**config.mk**
```make
export PLATFORM = sky130hd
export DESIGN_NAME = ocal_ctrl
export DESIGN_NICKNAME = d
export VERILOG_FILES = /design/src/rtl/ocal_pkg.sv /design/src/rtl/ocal_classify.sv /design/src/rtl/ocal_edge.sv /design/src/rtl/ocal_peak.sv /design/src/rtl/ocal_ctrl.sv
export SDC_FILE = /design/constraint.sdc
export NUM_CORES = 1
export LEC_CHECK = 0
export CAP_MARGIN = 15
export CELL_PAD_IN_SITES_DETAIL_PLACEMENT = 1
export CELL_PAD_IN_SITES_GLOBAL_PLACEMENT = 2
export CORE_AREA = 3 3 122 124
export DETAILED_ROUTE_END_ITERATION = 6
export DIE_AREA = 0 0 125 127
export PLACE_DENSITY = 0.78
export REMOVE_ABC_BUFFERS = 1
export SYNTH_ARGS = -nofsm -noshare
export SYNTH_HDL_FRONTEND = slang
export SYNTH_SLANG_ARGS = --single-unit
```
**constraint.sdc**
```tcl
create_clock -name clk -period 2.4 [get_ports clk]
set_input_delay 0.48 -clock clk [delete_from_list [all_inputs] [get_ports clk]]
set_output_delay 0.48 -clock clk [all_outputs]
set_load 0.005 [all_outputs]
```
**src/rtl/ocal_pkg.sv**
```systemverilog
package ocal_pkg;

   typedef enum logic [2:0] {
      ST_IDLE,
      ST_SAMPLE,
      ST_EVAL,
      ST_RESOLVE,
      ST_REPORT
   } ocal_state_e;

   typedef enum logic {
      MODE_EDGE = 1'b0,
      MODE_PEAK = 1'b1
   } ocal_mode_e;

endpackage

```
**src/rtl/ocal_classify.sv**
```systemverilog
module ocal_classify #(
   parameter int ADC_W = 8,
   parameter int CNT_W = 8
) (
   input  logic             clk,
   input  logic             rst_n,
   input  logic             clr,
   input  logic             take,
   input  logic [ADC_W-1:0] code,
   input  logic [ADC_W-1:0] target,
   output logic [CNT_W-1:0] smp_cnt,
   output logic [CNT_W-1:0] hit_cnt,
   output logic             saw_below,
   output logic             saw_above
);
   localparam int               NCTR    = 2;
   localparam logic [CNT_W-1:0] CNT_TOP = '1;

   logic [NCTR-1:0] bump;
   assign bump = {take && (code == target), take};

   // saturating counters: index 0 counts samples, index 1 counts target hits
   generate
      for (genvar gi = 0; gi < NCTR; gi++) begin : g_ctr
         logic [CNT_W-1:0] q;
         always_ff @(posedge clk or negedge rst_n) begin
            if (!rst_n)
               q <= '0;
            else if (clr)
               q <= '0;
            else if (bump[gi] && (q != CNT_TOP))
               q <= q + 1'b1;
         end
      end
   endgenerate

   assign smp_cnt = g_ctr[0].q;
   assign hit_cnt = g_ctr[1].q;

   always_ff @(posedge clk or negedge rst_n) begin
      if (!rst_n) begin
         saw_below <= 1'b0;
         saw_above <= 1'b0;
      end else if (clr) begin
         saw_below <= 1'b0;
         saw_above <= 1'b0;
      end else if (take) begin
         if (code < target) saw_below <= 1'b1;
         if (code > target) saw_above <= 1'b1;
      end
   end


   hit_le_smp_chk: assert property (@(posedge clk) disable iff (!rst_n)
      hit_cnt <= smp_cnt);


   idle_no_count_chk: assert property (@(posedge clk) disable iff (!rst_n)
      (!take && !clr) |=> $stable(smp_cnt));

endmodule

```
**src/rtl/ocal_edge.sv**
```systemverilog
module ocal_edge #(
   parameter int TRIM_W = 5
) (
   input  logic              clk,
   input  logic              rst_n,
   input  logic              clr,
   input  logic              step_ev,
   input  logic [TRIM_W-1:0] trim,
   input  logic              in_all,
   input  logic              any_below,
   input  logic              any_above,
   output logic [TRIM_W-1:0] lo,
   output logic [TRIM_W-1:0] hi,
   output logic              lo_found,
   output logic              hi_found
);
   logic prev_below;
   logic prev_in;

   always_ff @(posedge clk or negedge rst_n) begin
      if (!rst_n) begin
         prev_below <= 1'b0;
         prev_in    <= 1'b0;
         lo         <= '0;
         hi         <= '0;
         lo_found   <= 1'b0;
         hi_found   <= 1'b0;
      end else if (clr) begin
         prev_below <= 1'b0;
         prev_in    <= 1'b0;
         lo         <= '0;
         hi         <= '0;
         lo_found   <= 1'b0;
         hi_found   <= 1'b0;
      end else if (step_ev) begin
         prev_below <= any_below;
         prev_in    <= in_all;
         if (!lo_found && in_all && prev_below) begin
            lo       <= trim;
            lo_found <= 1'b1;
         end
         if (lo_found && !hi_found && prev_in && any_above) begin
            hi       <= trim - 1'b1;
            hi_found <= 1'b1;
         end
      end
   end


   hi_after_lo_chk: assert property (@(posedge clk) disable iff (!rst_n)
      hi_found |-> lo_found);


   edge_order_chk: assert property (@(posedge clk) disable iff (!rst_n)
      hi_found |-> (hi >= lo));

endmodule

```
**src/rtl/ocal_peak.sv**
```systemverilog
module ocal_peak #(
   parameter int TRIM_W = 5,
   parameter int CNT_W  = 8
) (
   input  logic              clk,
   input  logic              rst_n,
   input  logic              clr,
   input  logic              step_ev,
   input  logic [TRIM_W-1:0] trim,
   input  logic [CNT_W-1:0]  hits,
   output logic [TRIM_W-1:0] best_trim,
   output logic [CNT_W-1:0]  best_cnt
);
   always_ff @(posedge clk or negedge rst_n) begin
      if (!rst_n) begin
         best_trim <= '0;
         best_cnt  <= '0;
      end else if (clr) begin
         best_trim <= '0;
         best_cnt  <= '0;
      end else if (step_ev && (hits > best_cnt)) begin
         best_trim <= trim;
         best_cnt  <= hits;
      end
   end


   peak_mono_chk: assert property (@(posedge clk) disable iff (!rst_n)
      !clr |=> (best_cnt >= $past(best_cnt)));

endmodule

```
**src/rtl/ocal_ctrl.sv**
```systemverilog
module ocal_ctrl
   import ocal_pkg::*;
#(
   parameter int PIX_W  = 12,
   parameter int ADC_W  = 8,
   parameter int TRIM_W = 5,
   parameter int CNT_W  = 8
) (
   input  logic              clk,
   input  logic              rst_n,
   input  logic              start,
   input  logic [PIX_W-1:0]  pixel_idx,
   input  logic              cal_mode,
   input  logic [ADC_W-1:0]  target_bin,
   input  logic [CNT_W-1:0]  samples_per_step,
   input  logic              adc_valid,
   input  logic [ADC_W-1:0]  adc_code,
   output logic [TRIM_W-1:0] trim_code,
   output logic              busy,
   output logic              done,
   output logic [PIX_W-1:0]  done_pixel,
   output logic [TRIM_W-1:0] done_trim,
   output logic              done_err
);
   localparam logic [TRIM_W-1:0] TRIM_TOP = '1;
   localparam logic [CNT_W-1:0]  CNT_ONE  = CNT_W'(1);

   generate
      if (TRIM_W < 2 || TRIM_W > 12) begin : g_bad_trim
         $error("ocal_ctrl: TRIM_W out of range");
      end
      if (ADC_W < 2) begin : g_bad_adc
         $error("ocal_ctrl: ADC_W too small");
      end
      if (CNT_W < 1 || PIX_W < 1) begin : g_bad_cnt
         $error("ocal_ctrl: CNT_W and PIX_W must be positive");
      end
   endgenerate

   ocal_state_e       st_q;
   ocal_mode_e        mode_q;
   logic [PIX_W-1:0]  pix_q;
   logic [ADC_W-1:0]  tgt_q;
   logic [CNT_W-1:0]  nsamp_q;
   logic [TRIM_W-1:0] trim_q;
   logic [TRIM_W-1:0] res_trim_q;
   logic              res_err_q;

   logic              launch;
   logic              take;
   logic              step_end;
   logic              step_ev;
   logic              clr_stats;
   logic [CNT_W-1:0]  smp_cnt;
   logic [CNT_W-1:0]  hit_cnt;
   logic              saw_below;
   logic              saw_above;
   logic              in_all;
   logic [TRIM_W-1:0] lo;
   logic [TRIM_W-1:0] hi;
   logic              lo_found;
   logic              hi_found;
   logic [TRIM_W-1:0] best_trim;
   logic [CNT_W-1:0]  best_cnt;
   logic [TRIM_W:0]   mid_sum;
   logic [TRIM_W-1:0] pick_trim;
   logic              pick_err;

   assign launch    = (st_q == ST_IDLE) && start;
   assign take      = (st_q == ST_SAMPLE) && adc_valid;
   assign step_end  = take && (smp_cnt == (nsamp_q - CNT_ONE));
   assign step_ev   = (st_q == ST_EVAL);
   assign clr_stats = launch || step_ev;
   assign in_all    = (hit_cnt == nsamp_q);

   ocal_classify #(.ADC_W(ADC_W), .CNT_W(CNT_W)) i_classify (
      .clk       (clk),
      .rst_n     (rst_n),
      .clr       (clr_stats),
      .take      (take),
      .code      (adc_code),
      .target    (tgt_q),
      .smp_cnt   (smp_cnt),
      .hit_cnt   (hit_cnt),
      .saw_below (saw_below),
      .saw_above (saw_above)
   );

   ocal_edge #(.TRIM_W(TRIM_W)) i_edge (
      .clk       (clk),
      .rst_n     (rst_n),
      .clr       (launch),
      .step_ev   (step_ev),
      .trim      (trim_q),
      .in_all    (in_all),
      .any_below (saw_below),
      .any_above (saw_above),
      .lo        (lo),
      .hi        (hi),
      .lo_found  (lo_found),
      .hi_found  (hi_found)
   );

   ocal_peak #(.TRIM_W(TRIM_W), .CNT_W(CNT_W)) i_peak (
      .clk       (clk),
      .rst_n     (rst_n),
      .clr       (launch),
      .step_ev   (step_ev),
      .trim      (trim_q),
      .hits      (hit_cnt),
      .best_trim (best_trim),
      .best_cnt  (best_cnt)
   );

   // result selection, evaluated once the last step has been folded in
   assign mid_sum = {1'b0, lo} + {1'b0, hi};

   always_comb begin
      if (mode_q == MODE_EDGE) begin
         pick_err  = !(lo_found && hi_found);
         pick_trim = pick_err ? '0 : mid_sum[TRIM_W:1];
      end else begin
         pick_err  = (best_cnt == '0);
         pick_trim = pick_err ? '0 : best_trim;
      end
   end

   always_ff @(posedge clk or negedge rst_n) begin
      if (!rst_n) begin
         st_q       <= ST_IDLE;
         mode_q     <= MODE_EDGE;
         pix_q      <= '0;
         tgt_q      <= '0;
         nsamp_q    <= CNT_ONE;
         trim_q     <= '0;
         res_trim_q <= '0;
         res_err_q  <= 1'b0;
      end else begin
         unique case (st_q)
            ST_IDLE: begin
               if (start) begin
                  pix_q   <= pixel_idx;
                  mode_q  <= ocal_mode_e'(cal_mode);
                  tgt_q   <= target_bin;
                  nsamp_q <= (samples_per_step == '0) ? CNT_ONE : samples_per_step;
                  trim_q  <= '0;
                  st_q    <= ST_SAMPLE;
               end
            end
            ST_SAMPLE: begin
               if (step_end) st_q <= ST_EVAL;
            end
            ST_EVAL: begin
               if (trim_q == TRIM_TOP) begin
                  st_q <= ST_RESOLVE;
               end else begin
                  trim_q <= trim_q + 1'b1;
                  st_q   <= ST_SAMPLE;
               end
            end
            ST_RESOLVE: begin
               res_trim_q <= pick_trim;
               res_err_q  <= pick_err;
               trim_q     <= pick_trim;
               st_q       <= ST_REPORT;
            end
            ST_REPORT: begin
               st_q <= ST_IDLE;
            end
            default: st_q <= ST_IDLE;
         endcase
      end
   end

   assign trim_code  = trim_q;
   assign busy       = (st_q != ST_IDLE);
   assign done       = (st_q == ST_REPORT);
   assign done_pixel = pix_q;
   assign done_trim  = res_trim_q;
   assign done_err   = res_err_q;


   trim_hold_chk: assert property (@(posedge clk) disable iff (!rst_n)
      ((st_q == ST_SAMPLE) && !step_end) |=> $stable(trim_code));


   trim_step_chk: assert property (@(posedge clk) disable iff (!rst_n)
      ((st_q == ST_EVAL) && (trim_q != TRIM_TOP)) |=> (trim_code == $past(trim_code) + 1'b1));


   done_pulse_chk: assert property (@(posedge clk) disable iff (!rst_n)
      done |=> !done);


   trim_applied_chk: assert property (@(posedge clk) disable iff (!rst_n)
      done |-> (trim_code == done_trim));


   err_trim_zero_chk: assert property (@(posedge clk) disable iff (!rst_n)
      (done && done_err) |-> (done_trim == '0));


   start_ignored_chk: assert property (@(posedge clk) disable iff (!rst_n)
      (busy && start) |=> ($stable(done_pixel) && $stable(tgt_q)));

endmodule

```
==> Word-level counts from Yosys, hierarchy flattened <==
Cells that the tools add are included.
{ "classes": {"add_sub_neg": 6, "n_lt_le_gt_ge": 3, "n_eq_ne": 13, "n_mux": 42, "reduce_logical": 38} }
{ "op_table": {"columns": ["operator", "n"], "rows": [
  ["$mux W5", 13],
  ["$mux W8", 7],
  ["$eq A8 B8 Y1", 3],
  ["$reduce_bool A2 Y1", 9],
  ["$mux W1", 17],
  ["$add A8 B1 Y8 const B", 2],
  ["$gt A8 B8 Y1", 2],
  ["$logic_not A8 Y1", 2],
  ["$ne A8 B8 Y1 const B", 2],
  ["$pmux W5 S3", 1],
  ["$logic_and A1 B1 Y1", 13],
  ["$pmux W3 S4", 1],
  ["$reduce_and A2 Y1", 6],
  ["$lt A8 B8 Y1", 1],
  ["$sub A8 B1 Y8 const B", 1],
  ["$add A5 B5 Y6", 1],
  ["$eq A3 B2 Y1 const B", 2],
  ["$mux W3", 2],
  ["$ne A2 B2 Y1 const B", 3],
  ["$reduce_bool A3 Y1", 2],
  ["$add A5 B1 Y5 const B", 1],
  ["$eq A5 B5 Y1 const B", 1],
  ["$sub A5 B1 Y5 const B", 1],
  ["$eq A3 B1 Y1 const B", 1],
  ["6 further kinds", 8]
]} }
{ "totals": {"reg_bits": 88, "in_bits": 41, "out_inout_bits": 25, "elab_cells": 122} }

==> Longest topological paths before layout <==
{ "depth": {"word_depth": 7, "mapped_depth": 8, "depth_no_buf": 8} }

==> Hierarchy <==
A second synthesis with hierarchy kept.
{ "hier_totals": {"cells_unflattened": 473, "area_unflattened_um2": 4998.5} }
{ "by_module_without_submodules": {"columns": ["mod", "n_inst", "cells_per_inst", "area_each_um2", "seq_area_each_um2"], "rows": [
  ["ocal_ctrl", 1, 213, 2351.0, 1077.3],
  ["ocal_classify", 1, 119, 1157.4, 450.4],
  ["ocal_peak", 1, 84, 855.8, 325.3],
  ["ocal_edge", 1, 57, 634.4, 350.3]
]} }

==> Worst setup path before layout <==
Ideal clock, no wire load.
{ "synth_timing": {"path_type": "flip-flop to flip-flop", "start": "register nsamp_q[0]", "end": "register st_q[0]", "setup_ns": 0.128, "arrival_ns": 1.801, "required_time_ns": 2.272, "path_slack_ns": 0.471, "stages_incl_launch_ff": 9, "n_path_buf": 1, "synth_period_minus_slack_ns": 1.929, "path_cell_list": "dfstp_2 -> buf_2 -> inv_1 -> ha_1 -> or2b_1 -> a21boi_0 -> o31ai_1 -> nor4_2 -> nor2_1"} }
{ "synth_via": {"elab_chain_len": 5} }
{ "synth_lines": {"columns": ["element", "line_no", "rtl"], "rows": [
  ["from (decl)", "ocal_ctrl.sv:44", "logic [CNT_W-1:0] nsamp_q;"],
  ["from (signal assigned)", "ocal_ctrl.sv:145", "nsamp_q <= (samples_per_step == '0) ? CNT_ONE : samples_per_step;"],
  ["$sub A8 B1 Y8", "ocal_ctrl.sv:71", "assign step_end = take && (smp_cnt == (nsamp_q - CNT_ONE));"],
  ["$eq A8 B8 Y1", "ocal_ctrl.sv:71", null],
  ["$logic_and A1 B1 Y1", "ocal_ctrl.sv:71", null],
  ["$ne A2 B2 Y1 (no line)", null, null],
  ["$reduce_and A2 Y1 (no line)", null, null],
  ["to (signal assigned)", "ocal_ctrl.sv:130", "st_q <= ST_IDLE;"],
  ["to (signal assigned)", "ocal_ctrl.sv:147", "st_q <= ST_SAMPLE;"],
  ["to (signal assigned)", "ocal_ctrl.sv:151", "if (step_end) st_q <= ST_EVAL;"],
  ["to (decl)", "ocal_ctrl.sv:40", "ocal_state_e st_q;"]
]} }
Every way passes these cells.
A chain may end at the register's enable or synchronous reset.

==> Final worst setup path <==
{ "layout_timing": {"start": "register st_q[1]", "end": "output port busy"} }
{ "layout_via": {"elab_chain_len": 1} }
{ "layout_lines": {"columns": ["element", "line_no", "rtl"], "rows": [
  ["$reduce_bool A3 Y1", "ocal_ctrl.sv:176", "assign busy = (st_q != ST_IDLE);"],
  ["to (decl)", "ocal_ctrl.sv:19", "output logic busy,"]
]} }
Every way passes these cells.

==> impl_metrics.json <==
{
  "crit_fanout": 12,
  "cts_resized": 0,
  "die_width_um": 125,
  "grt_max_degree": 55,
  "r2r_start": "st_q[1]",
  "routed_wirelength_um": 12500,
  "worst_clock_skew_ns": 0.007823,
  "max_stage_delay_ns": 0.49,
  "p_leak_nw": 2.647,
  "ir_worst_vdd_mv": 0.4211,
  "rrSetupSlack_ns": 0.25,
  "crit_required_ns": 1.92,
  "drtIter0Drc": 161,
  "grt-ovfl-total": 0,
  "layout-drive-gt1-share": 0.1204,
  "numCtsBuffers": 9,
  "clkLatencyLatePin_ns": 0.35,
  "vias": 3889,
  "seq_power_share": 0.391,
  "initial_core_util": 0.3479,
  "dr.pass1.iters": 4,
  "ios": 66,
  "yosysTopAreaCellShare": 0.4508,
  "grt_pass1_wl_um": 21480,
  "drtAntennaViolNets": 0,
  "intPower_mw": 4.064,
  "synth-seq-cells": 88,
  "vias_per_cell": 5.220,
  "dpl.hpwl_um": 9465,
  "fill_cells": 1589,
  "synthArstFlopShare": 1.000,
  "die_area_um2": 15880,
  "ff2ff_path_depth": 5,
  "h-tree-depth": 3,
  "startpoint_type": "flop",
  "swShare": 0.3452,
  "timing.max_cap.violations": 0,
  "routedWlPerCell_um": 16.78,
  "crit_buf_inv": 1,
  "design_area_um2": 6092,
  "antenna_found_initial": 0,
  "cts_tree": "built",
  "slowest_stage": "dfrtp_1",
  "cts-root-buf": "clkbuf_16",
  "max_freq_mhz": 439.1,
  "synth_largest_area_cell": "dfrtp_1",
  "max_slew_margin": 0.5307,
  "row_count": 43,
  "ys_top_cells_by_area": "dfrtp_1 (45%), ha_1 (6.7%), mux2_2 (4.4%)",
  "path_clk_slew_ns": 0.06,
  "synth_edf_count": 0,
  "cts_setup_buffers": 0,
  "worst_slew_pin_slew_ns": 0.7009,
  "final_common_cell": "dfrtp_1",
  "hold_viol": 0,
  "port_buffers": 65,
  "status": "complete, no violations",
  "p_switching_mw": 2.143,
  "grt_use_total": 0.1677,
  "finalCritPeriodShare": 0.9488,
  "yosys_warnings": 0,
  "clkPwrFrac": 0.225,
  "grt_pass1_vias": 4213,
  "cp_top_family": "flip-flops",
  "drc_errors": 0,
  "fin_crit_ns": 2.277,
  "area_delta_synth_final_pct": 26.14,
  "avgSynthCellArea_um2": 9.958,
  "crit_path_end_kind": "primary output",
  "maxSlewViolCount": 0,
  "powerDensity_nw_per_um2": 1019,
  "worstPathCellList": "or3_1 -> clkdlybuf4s50_1",
  "syn_inst": 485,
  "crit_type": "flop to primary output",
  "yosysSeqAreaShare": 0.4562,
  "ctsHoldBuffers": 0,
  "cp.arrival_ns": 1.80,
  "cts_buffer_depth": 2,
  "netlist_area_um2": 4830,
  "place_ws_ns": 0.02153,
  "setup_viol": 0,
  "globalplace.congestion": 0.8538,
  "die_height_um": 127,
  "nets": 629,
  "place_area_um2": 5804,
  "min_path_type": "input port to asynchronous set/reset pin",
  "core_um2": 13880,
  "ys.flop_type": "dfrtp_1",
  "yosys.cell_types.count": 59,
  "share_comb_of_total_power": 0.384,
  "rsz0062_at_grt": "false",
  "layout_setup_ws_ns": 0.1229,
  "diodes": 0,
  "cts.sinks": 88,
  "reg2reg_to": "i_peak.best_trim[0]",
  "layout_common_cells": "dfrtp_1 (87), clkdlybuf4s50_1 (64), nand2_1 (38), o21ai_0 (37), nor2_1 (30)"
}
registers in the layout, indices dropped and copies added (netlist names):
| signal | cells |
|---|---|
| done_trim | 5 |
| i_peak.best_trim | 5 |
| i_edge.lo_found | 1 |
| trim_code | 5 |
| i_edge.prev_below | 1 |
| i_classify.saw_below | 1 |
| i_classify.smp_cnt | 8 |
| done_err | 1 |
| i_classify.hit_cnt | 8 |
| st_q | 3 |
| i_edge.hi_found | 1 |
| tgt_q | 8 |
| i_classify.saw_above | 1 |
| i_peak.best_cnt | 8 |
| i_edge.lo | 5 |
| i_edge.hi | 5 |
| done_pixel | 12 |
| mode_q | 1 |
| nsamp_q | 8 |
| i_edge.prev_in | 1 |
worst max-delay path by stage:
stage | slack [ns] | to | from | depth (start not counted)
floorplan | -1.25 | i_edge.hi[0] | st_q[1] | 5
global placement | 0.07 | i_classify.hit_cnt[6] | adc_code[5] | 8
detailed placement | 0.02 | i_classify.hit_cnt[6] | adc_code[5] | 8
CTS | 0.09 | busy | st_q[1] | 2
global route | 0.02 | i_peak.best_trim[0] | st_q[1] | 5
finish | 0.12 | busy | st_q[1] | 2
power by group through the flow:
stage / combinational [mW] / sequential (mW) / clock [mW]
floorplan: 1.43 / 2.38 / 0
detailed placement: 2.41 / 2.46 / 0
finish: 2.38 / 2.43 / 1.40
global placement: 2.32 / 2.44 / 0
global route: 2.70 / 2.51 / 1.51
CTS: 2.43 / 2.44 / 1.44
per-layer routing:
metal | share of wire | up-vias | GRT usage
met4 | 0.018 | 0 | 0.06696
met2 | 0.49 | 68 | 0.2866
met3 | 0.033 | 20 | 0.02843
li1 | - | 1887 | -
met5 | 0 | - | 0
met1 | 0.46 | 1914 | 0.2128
logic make-up (layout without fill, tap and decap cells):
logic type	count (synthesis)	count (layout)	share of synthesized area
flip-flops	88	88	0.4562
multiplexers	26	26	0.05907
buffers and inverters	53	133	0.04637
AO/OA/AOI/OAI	109	109	0.1415
adder cells (fa/ha/maj)	27	27	0.07150
XOR/XNOR	33	33	0.05984
AND/OR/NAND/NOR	149	149	0.1655
cell type report:
cell class | instances | area [um^2] | area share
clock buffer | 11 | 242.7 | 0.03984
clock inverter | 4 | 45.04 | 0.007394
inverter | 28 | 105.1 | 0.01725
multi-input combinational | 344 | 2410 | 0.3956
sequential | 88 | 2203 | 0.3617
tap | 180 | 225.2 | 0.03697
timing repair buffer | 90 | 860.8 | 0.1413
Yosys cell counts, types with 4 or more instances:
cell type	instances
nor3_1	8
o21ai_1	6
nor4_1	5
o41ai_1	9
a21o_1	6
nand4_1	9
mux2_2	19
xnor2_1	22
mux2i_1	6
nor2_1	31
o31ai_1	5
nand2_1	38
or3_1	4
xor2_1	11
buf_2	11
and3_1	6
a21oi_1	20
ha_1	26
nand3_1	21
dfrtp_1	87
inv_1	27
o21ai_0	37
clkbuf_1	12
o211ai_1	6
worst reg2reg max path, delay by kind of cell (launching register included):
family / cells / cell delay [ns]
compound gates: 3 / 0.94
flops: 1 / 0.53
simple gates: 1 / 0.35
buf+inv: 1 / 0.26
per-stage QoR:
stage               power [mW]  std cells  utilization  setup TNS [ns]  hold WS (ns)
floorplan                3.816        460            -          -51.67        0.1844
global placement         4.756        730       0.4182               0        0.4562
detailed placement       4.873        730       0.4182               0        0.4642
CTS                      6.312        745       0.4389               0       0.09715
global route             6.721        745       0.4389               0        0.1170
finish                   6.206        745       0.4389               0       0.08701
No activity file was read; power rests on OpenSTA's default activity.
